[config.mk]
export PLATFORM = sky130hd
export DESIGN_NAME = cap_timer
export DESIGN_NICKNAME = d
export VERILOG_FILES = /design/src/rtl/cap_pkg.sv /design/src/rtl/cap_sync_edge.sv /design/src/rtl/cap_prescaler.sv /design/src/rtl/cap_core.sv /design/src/rtl/cap_timer.sv
export SDC_FILE = /design/constraint.sdc
export NUM_CORES = 1
export LEC_CHECK = 0
export ABC_CLOCK_PERIOD_IN_PS = 2600
export CORE_UTILIZATION = 55
export DETAILED_ROUTE_END_ITERATION = 12
export PLACE_DENSITY = 0.85
export SKIP_LAST_GASP = 1
export SYNTH_ARGS = -nofsm -noshare
export SYNTH_HDL_FRONTEND = slang
export SYNTH_SLANG_ARGS = --single-unit
export TNS_END_PERCENT = 100
[constraint.sdc]
create_clock -name clk -period 2.6 [get_ports clk]
set_input_delay 0.65 -clock clk [delete_from_list [all_inputs] [get_ports clk]]
set_output_delay 0.65 -clock clk [all_outputs]
set_load 0.1 [all_outputs]
[src/rtl/cap_pkg.sv]
// Package: shared register addresses, field encodings and the control
// field bundle of the capture timer. Assumes a 4-bit word address.
package cap_pkg;
    localparam int ADDR_W = 4;

    localparam logic [ADDR_W-1:0] A_CTRL   = 4'd0;
    localparam logic [ADDR_W-1:0] A_RELOAD = 4'd1;
    localparam logic [ADDR_W-1:0] A_TERM   = 4'd2;
    localparam logic [ADDR_W-1:0] A_SCALE  = 4'd3;
    localparam logic [ADDR_W-1:0] A_IMASK  = 4'd4;
    localparam logic [ADDR_W-1:0] A_FLAGS  = 4'd5;
    localparam logic [ADDR_W-1:0] A_FCLR   = 4'd6;
    localparam logic [ADDR_W-1:0] A_STAMP  = 4'd7;
    localparam logic [ADDR_W-1:0] A_STPSC  = 4'd8;
    localparam logic [ADDR_W-1:0] A_COUNT  = 4'd9;

    localparam logic [1:0] TMODE_CAPTURE = 2'd3;
    localparam logic [1:0] EDGE_RISE     = 2'd0;
    localparam logic [1:0] EDGE_FALL     = 2'd1;

    // Control bits [7:1]; the enable bit [0] is kept separately.
    typedef struct packed {
        logic       defer;
        logic       up;
        logic       timed;
        logic [1:0] tmode;
        logic [1:0] edge_sel;
    } ctrl_t;
endpackage

[src/rtl/cap_sync_edge.sv]
// Module: brings the asynchronous pin into the clock domain through a
// flop chain and flags the selected transition for one cycle.
// Assumes the pin holds each level for at least one clock period.
module cap_sync_edge #(
    parameter int STAGES = 2
) (
    input  logic       clk,
    input  logic       rst_n,
    input  logic       pin,
    input  logic [1:0] sel,
    output logic       evt
);
    import cap_pkg::*;

    logic [STAGES-1:0] chain;
    logic              last;
    logic              rise;
    logic              fall;

    // Shift the pin through the synchroniser and keep the previous level.
    always_ff @(posedge clk) begin
        if (!rst_n) begin
            chain <= '0;
            last  <= 1'b0;
        end else begin
            chain <= {chain[STAGES-2:0], pin};
            last  <= chain[STAGES-1];
        end
    end

    // Decode the transition type requested by the edge select.
    always_comb begin
        rise = chain[STAGES-1] & ~last;
        fall = ~chain[STAGES-1] & last;
        case (sel)
            EDGE_RISE: evt = rise;
            EDGE_FALL: evt = fall;
            default:   evt = rise | fall;
        endcase
    end
endmodule

[src/rtl/cap_prescaler.sv]
// Module: divides the clock for the timestamp counter; emits a tick every
// limit+1 cycles while running. Assumes clr restarts the phase at zero.
module cap_prescaler #(
    parameter int PRE_W = 8
) (
    input  logic             clk,
    input  logic             rst_n,
    input  logic             run,
    input  logic             clr,
    input  logic [PRE_W-1:0] limit,
    output logic             tick,
    output logic [PRE_W-1:0] phase
);
    // Advance the phase counter, wrapping at the programmed limit.
    always_ff @(posedge clk) begin
        if (!rst_n) begin
            phase <= '0;
        end else if (clr || !run) begin
            phase <= '0;
        end else if (phase == limit) begin
            phase <= '0;
        end else begin
            phase <= phase + PRE_W'(1);
        end
    end

    // A tick marks the last cycle of each divided period.
    always_comb tick = run && (phase == limit);
endmodule

[src/rtl/cap_core.sv]
// Module: the shared counter. In event style it steps per qualified
// transition until it meets the terminal value; in timestamp style it
// steps per prescaler tick with wrap and latches a stamp per transition.
// Assumes load_now has priority over every other update.
module cap_core #(
    parameter int CNT_W = 16
) (
    input  logic             clk,
    input  logic             rst_n,
    input  logic             active,
    input  logic             timed,
    input  logic             up,
    input  logic             load_now,
    input  logic [CNT_W-1:0] load_val,
    input  logic [CNT_W-1:0] reload,
    input  logic [CNT_W-1:0] term,
    input  logic             tick,
    input  logic             evt,
    output logic [CNT_W-1:0] cnt,
    output logic [CNT_W-1:0] stamp,
    output logic             hit,
    output logic             cap
);
    logic [CNT_W-1:0] step_val;
    logic [CNT_W-1:0] wrap_val;
    logic             ev_step;

    // Next values for a plain step and for a wrapping free-run step.
    always_comb begin
        step_val = up ? cnt + CNT_W'(1) : cnt - CNT_W'(1);
        if (up) begin
            wrap_val = (cnt == reload) ? '0 : step_val;
        end else begin
            wrap_val = (cnt == '0) ? reload : step_val;
        end
        ev_step = active && !timed && evt && (cnt != term);
        hit     = ev_step && (step_val == term);
        cap     = active && timed && evt;
    end

    // Counter update: start/reload, free-run tick, or event step.
    always_ff @(posedge clk) begin
        if (!rst_n) begin
            cnt <= '0;
        end else if (load_now) begin
            cnt <= load_val;
        end else if (active && timed && tick) begin
            cnt <= wrap_val;
        end else if (ev_step) begin
            cnt <= step_val;
        end
    end

    // Timestamp latch on each qualified transition in timestamp style.
    always_ff @(posedge clk) begin
        if (!rst_n) begin
            stamp <= '0;
        end else if (cap) begin
            stamp <= cnt;
        end
    end
endmodule

[src/rtl/cap_timer.sv]
// Module: top of the capture timer channel. Holds the register file,
// the enable/lock rules and the status flags, and wires the synchroniser,
// prescaler and counter. Assumes CNT_W >= 8 and CNT_W > PRE_W.
module cap_timer #(
    parameter int CNT_W  = 16,
    parameter int PRE_W  = 8,
    parameter int SYNC_N = 2
) (
    input  logic                     clk,
    input  logic                     rst_n,
    input  logic                     wr_en,
    input  logic [cap_pkg::ADDR_W-1:0] addr,
    input  logic [CNT_W-1:0]         wdata,
    output logic [CNT_W-1:0]         rdata,
    input  logic                     cap_in,
    output logic                     irq
);
    import cap_pkg::*;

    localparam int NFLAG = 2;
    localparam int CTRL_W = $bits(ctrl_t);

    ctrl_t            ctrl;
    logic             en_q;
    logic [CNT_W-1:0] reload_r;
    logic [CNT_W-1:0] term_r;
    logic [PRE_W-1:0] scale_r;
    logic [PRE_W-1:0] stamp_sc;
    logic [NFLAG-1:0] mask_r;
    logic [NFLAG-1:0] flags;
    logic [NFLAG-1:0] set_v;
    logic [NFLAG-1:0] clr_v;

    logic             wr_ctrl, wr_reload, wr_fclr;
    logic             active, start, rerun, load_now;
    logic [CNT_W-1:0] load_val;
    logic             evt, tick, hit, cap;
    logic [PRE_W-1:0] phase;
    logic [CNT_W-1:0] cnt, stamp;

    // Write strobes and counter start/restart decisions.
    always_comb begin
        wr_ctrl   = wr_en && (addr == A_CTRL);
        wr_reload = wr_en && (addr == A_RELOAD);
        wr_fclr   = wr_en && (addr == A_FCLR);
        active    = en_q && (ctrl.tmode == TMODE_CAPTURE);
        start     = wr_ctrl && wdata[0] && !en_q;
        rerun     = wr_reload && active && ctrl.timed && !ctrl.defer;
        load_now  = start || rerun;
        if (start) begin
            load_val = wdata[6] ? '0 : reload_r;
        end else begin
            load_val = ctrl.up ? '0 : wdata;
        end
    end

    // Control register: fields locked while enabled; a terminal hit stops.
    always_ff @(posedge clk) begin
        if (!rst_n) begin
            ctrl <= '0;
            en_q <= 1'b0;
        end else begin
            if (wr_ctrl && !en_q) begin
                ctrl <= ctrl_t'(wdata[CTRL_W:1]);
            end
            if (hit) begin
                en_q <= 1'b0;
            end else if (wr_ctrl) begin
                en_q <= wdata[0];
            end
        end
    end

    // Value registers: reload, terminal, prescale and interrupt mask.
    always_ff @(posedge clk) begin
        if (!rst_n) begin
            reload_r <= '0;
            term_r   <= '0;
            scale_r  <= '0;
            mask_r   <= '0;
        end else if (wr_en) begin
            if (addr == A_RELOAD && (!en_q || (active && ctrl.timed))) begin
                reload_r <= wdata;
            end
            if (addr == A_TERM && !en_q) begin
                term_r <= wdata;
            end
            if (addr == A_SCALE && !en_q) begin
                scale_r <= wdata[PRE_W-1:0];
            end
            if (addr == A_IMASK) begin
                mask_r <= wdata[NFLAG-1:0];
            end
        end
    end

    // Sticky status flags: set beats write-one-to-clear, per bit.
    always_comb begin
        set_v = {cap, hit};
        clr_v = wr_fclr ? wdata[NFLAG-1:0] : '0;
    end

    for (genvar i = 0; i < NFLAG; i++) begin : g_flag
        // One sticky flag bit.
        always_ff @(posedge clk) begin
            if (!rst_n) begin
                flags[i] <= 1'b0;
            end else if (set_v[i]) begin
                flags[i] <= 1'b1;
            end else if (clr_v[i]) begin
                flags[i] <= 1'b0;
            end
        end
    end

    // Prescaler phase captured alongside each timestamp.
    always_ff @(posedge clk) begin
        if (!rst_n) begin
            stamp_sc <= '0;
        end else if (cap) begin
            stamp_sc <= phase;
        end
    end

    cap_sync_edge #(.STAGES(SYNC_N)) u_sync (
        .clk   (clk),
        .rst_n (rst_n),
        .pin   (cap_in),
        .sel   (ctrl.edge_sel),
        .evt   (evt)
    );

    cap_prescaler #(.PRE_W(PRE_W)) u_pre (
        .clk   (clk),
        .rst_n (rst_n),
        .run   (active && ctrl.timed),
        .clr   (load_now),
        .limit (scale_r),
        .tick  (tick),
        .phase (phase)
    );

    cap_core #(.CNT_W(CNT_W)) u_core (
        .clk      (clk),
        .rst_n    (rst_n),
        .active   (active),
        .timed    (ctrl.timed),
        .up       (ctrl.up),
        .load_now (load_now),
        .load_val (load_val),
        .reload   (reload_r),
        .term     (term_r),
        .tick     (tick),
        .evt      (evt),
        .cnt      (cnt),
        .stamp    (stamp),
        .hit      (hit),
        .cap      (cap)
    );

    // Interrupt request from unmasked flags.
    always_comb irq = |(flags & mask_r);

    // Read multiplexer.
    always_comb begin
        rdata = '0;
        case (addr)
            A_CTRL:   rdata = CNT_W'({ctrl, en_q});
            A_RELOAD: rdata = reload_r;
            A_TERM:   rdata = term_r;
            A_SCALE:  rdata = CNT_W'(scale_r);
            A_IMASK:  rdata = CNT_W'(mask_r);
            A_FLAGS:  rdata = CNT_W'(flags);
            A_FCLR:   rdata = CNT_W'(flags & mask_r);
            A_STAMP:  rdata = stamp;
            A_STPSC:  rdata = CNT_W'(stamp_sc);
            A_COUNT:  rdata = cnt;
            default:  rdata = '0;
        endcase
    end
endmodule

==> flow_metrics.py <==
metrics = {
    "routing": {
        "drtIter0Drc": 940,
        "antenna_left": 0,
        "wl_per_cell_um": 21.4,
        "first_pass_iters": 6,
        "routed_via_density": 6.28,
        "totalWireLength_um": 25600,
        "vias": 7492,
        "route.detailed.drc": 0,
    },
    "worst_setup_path": {
        "worstSetupPathType": "register to register",
        "critPathLaunch": "ctrl[5]",
        "worstSetupStartpointType": "register",
        "cpMaxStageDelayCell": "dfxtp_2",
        "end_kind": "register",
        "path_max_fanout": 6,
        "critPathBufInv": 3,
        "path_cells": "inv_4 -> buf_6 -> ha_1 -> nand4_1 -> buf_4 -> nand2_1 -> mux2_2 -> o2111ai_1 -> nor4_2 -> and4_1 -> a41o_1",
        "cp_slowest_stage_delay_ns": 0.39,
        "critPathArrivalTime_ns": 3.01,
        "required_ns": 2.91,
        "rr_startpoint": "ctrl[5]",
        "critical_path.top_delay_family": "simple AND/OR/NAND/NOR gates",
    },
    "place": {
        "post-place-ws_ns": -0.407,
        "gp_congestion": 1.01,
        "placed_area_mm2": 0.00898,
        "dp_hpwl_um": 18700,
        "numPortBuffers": 40,
        "placed_cells": 1170,
    },
    "yosys": {
        "syn-cell-area_mm2": 0.00699,
        "synth-async-reset-ratio_pct": 0,
        "ys_ff_latch": 103,
        "synthCells": 851,
        "synth_edf_count": 0,
        "synth_top_cell_by_area": "dfxtp_1",
        "ys_seq_area_share_pct": 29.5,
        "synth_top_area_share_pct": 29.5,
        "synth_most_common_cell": "nand2_1",
        "synth_nets": 893,
        "yosys_warnings": 0,
        "synth_area_per_cell_um2": 8.22,
        "ys.flop_type": "dfxtp_1",
        "synth_commonest_cells": "nand2_1 (170), dfxtp_1 (103), a21boi_0 (56), xnor2_1 (56), nor2_1 (40)",
        "synth.area.top_cells": "dfxtp_1 (29%), nand2_1 (9.1%), xnor2_1 (7.0%), a21boi_0 (6.0%), a22oi_1 (3.3%)",
        "ys_types": 78,
    },
    "run_status": {
        "violations": "negative setup slack",
        "outcome": "complete, but fails checks",
    },
    "sta": {
        "skew_ns": 0.00913,
        "finalHoldViolCount": 0,
        "min_period_over_period_pct": 104,
        "slew_headroom_pct": 42.8,
        "period_needed_ns": 2.70,
        "rsz0062_at_grt": "true",
        "worst_pin_slew_ns": 0.855,
        "finalSetupViolCount": 5,
        "fmax_mhz": 370,
        "slew_violations": 0,
        "setup_slack_ns": -0.101,
    },
    "grt": {
        "grt_pass1_vias": 7107,
        "antenna_found_initial": 0,
        "grt_pass1_wl_um": 39000,
        "grt.overflow.total": 0,
        "gr-usage-met3_pct": 10.9,
        "grt_max_degree": 44,
        "busiest_layer": "met2",
        "use_met1_pct": 52.5,
        "grt_util_all_layers_pct": 39.4,
        "grtUsageMet2_pct": 59.2,
    },
    "cts": {
        "cts_tree": "built",
        "cts_buffers": 9,
        "cts_buffer_depth": 2,
        "hold_buffers": 0,
        "clock-root-buffer": "clkbuf_16",
        "clk_latency_ns": 0.36,
        "htreeDepth": 3,
        "clkSinkCount": 103,
        "clk_pin_slew_worst_paths_ns": 0.08,
    },
    "power": {
        "power.density_mw_per_mm2": 384,
        "ir_drop_mv": 0.389,
        "power.leakage_nw": 3.75,
    },
    "worst_hold_path": {
        "min-delay-start": "stamp_sc[0]",
        "hp-class": "register to register",
    },
    "final_layout": {
        "fillerInstances": 781,
        "multiInputGateArea_mm2": 0.00500,
        "layout-drive-gt1-share_pct": 32.1,
        "finalInstanceArea_mm2": 0.00969,
        "syn_to_final_growth_pct": 38.5,
        "final_core_util_pct": 79.3,
        "antennaDiodeCount": 0,
        "ff_latch_area_mm2": 0.00207,
        "num-nets-final": 1062,
        "stdcell_count": 1193,
    },
    "run": {
        "cap_violations": 0,
    },
    "floorplan": {
        "fp.dieW_um": 115,
        "num_io_pins": 41,
        "core_area_mm2": 0.0122,
        "core.rowCount": 40,
        "dieArea_mm2": 0.0132,
        "die_height_um": 115,
        "start_util_pct": 57.3,
    },
}
==> path summary, 6_finish.rpt <==
check / to / slack, ns / cells past startpoint
hold reg to reg: stamp_sc[0] / 0.47 / 2
hold / removal: stamp_sc[0] / 0.47 / 2
setup reg to reg: flags[0] / -0.10 / 11
setup / recovery: flags[0] / -0.10 / 11
==> final cells by class <==
type	instances	share of cell area, %
Multi-Input combinational cell	672	51.6
Timing Repair Buffer	223	21.3
Sequential cell	103	21.3
Clock inverter	7	0.826
Clock buffer	9	2.32
Inverter	11	0.452
Tap cell	168	2.17
==> report_power, final <==
part	switching, mW	internal [mW]	total, mW
clock network	0.730	0.688	1.42
logic	0.358	0.338	0.696
registers	0.0177	1.59	1.61
==> state kept, by name, indices dropped and copies added (netlist names) <==
| name | flops |
|---|---|
| u_pre.phase | 8 |
| stamp_sc | 8 |
| u_sync.chain | 2 |
| flags | 2 |
| u_core.stamp | 16 |
| mask_r | 2 |
| u_core.cnt | 16 |
| en_q | 1 |
| term_r | 16 |
| scale_r | 8 |
| ctrl | 7 |
| reload_r | 16 |
| u_sync.last | 1 |
==> cells in the final DEF, fill, tap and decap left out, types with 5 or more instances in the layout <==
| master | synthesis | final |
|---|---|---|
| a21boi_0 | 56 | 56 |
| a21boi_1 | 10 | 9 |
| a21oi_1 | 24 | 19 |
| a21oi_2 | 2 | 6 |
| a221o_1 | 8 | 7 |
| a221oi_1 | 8 | 6 |
| a221oi_2 | 5 | 6 |
| a222oi_1 | 5 | 5 |
| a22o_1 | 7 | 7 |
| a22oi_1 | 31 | 27 |
| a31oi_1 | 9 | 9 |
| and2_1 | 7 | 7 |
| buf_12 | 0 | 22 |
| buf_4 | 1 | 169 |
| buf_6 | 8 | 11 |
| clkbuf_16 | 0 | 9 |
| clkdlybuf4s50_1 | 0 | 18 |
| dfxtp_1 | 103 | 99 |
| ha_1 | 17 | 11 |
| inv_1 | 11 | 10 |
| mux2i_1 | 15 | 15 |
| nand2_1 | 170 | 160 |
| nand2_4 | 1 | 10 |
| nand3_1 | 26 | 21 |
| nand3_4 | 0 | 5 |
| nand4_1 | 13 | 13 |
| nor2_1 | 40 | 36 |
| nor2_2 | 2 | 5 |
| nor2b_1 | 25 | 20 |
| nor2b_4 | 0 | 5 |
| nor3_1 | 9 | 6 |
| nor4_4 | 5 | 5 |
| o21ai_0 | 17 | 16 |
| o21ai_1 | 7 | 7 |
| o31ai_1 | 5 | 5 |
| xnor2_1 | 56 | 54 |
| xor2_1 | 15 | 14 |
==> what timing repair did <==
item                       4_1_cts  5_1_grt
setup buffers                    7        7
pin swaps                       22       19
gates cloned                     3        0
gates resized for setup         63       31
setup endpoints to repair       23       31
==> kinds of logic after synthesis <==
family	count (synthesis)	share of synthesized area (%)
AND/OR/NAND/NOR	334	24.2
XOR/XNOR	74	9.77
multiplexers	19	2.79
buffers and inverters	76	5.44
AO/OA/AOI/OAI	227	25.0
adder cells (fa/ha/maj)	18	3.33
flip-flops	103	29.5
==> per-layer routing <==
| metal | routed length [µm] | vias to the layer above |
|---|---|---|
| met1 | 10100 | 3514 |
| met4 | 1080 | 0 |
| met3 | 3250 | 98 |
| li1 | - | 3361 |
| met5 | 0 | - |
| met2 | 11100 | 519 |
==> tightest hold or removal path: stages, from the launching register on <==
cell and delay, ns:
dfxtp_1 0.32, nand2_1 0.05, a21boi_0 0.06
==> stage by stage <==
stage | setup TNS (ns) | power [mW] | hold slack (ns)
2_1_floorplan | -0.691 | 1.99 | 0.412
3_3_place_gp | -12.51 | 2.23 | 0.442
3_5_place_dp | -13.74 | 2.24 | 0.458
4_1_cts | -0.0539 | 3.67 | 0.470
5_1_grt | -0.910 | 3.82 | 0.490
6_report | -0.317 | 3.72 | 0.470
(Power assumes the default switching activity.)
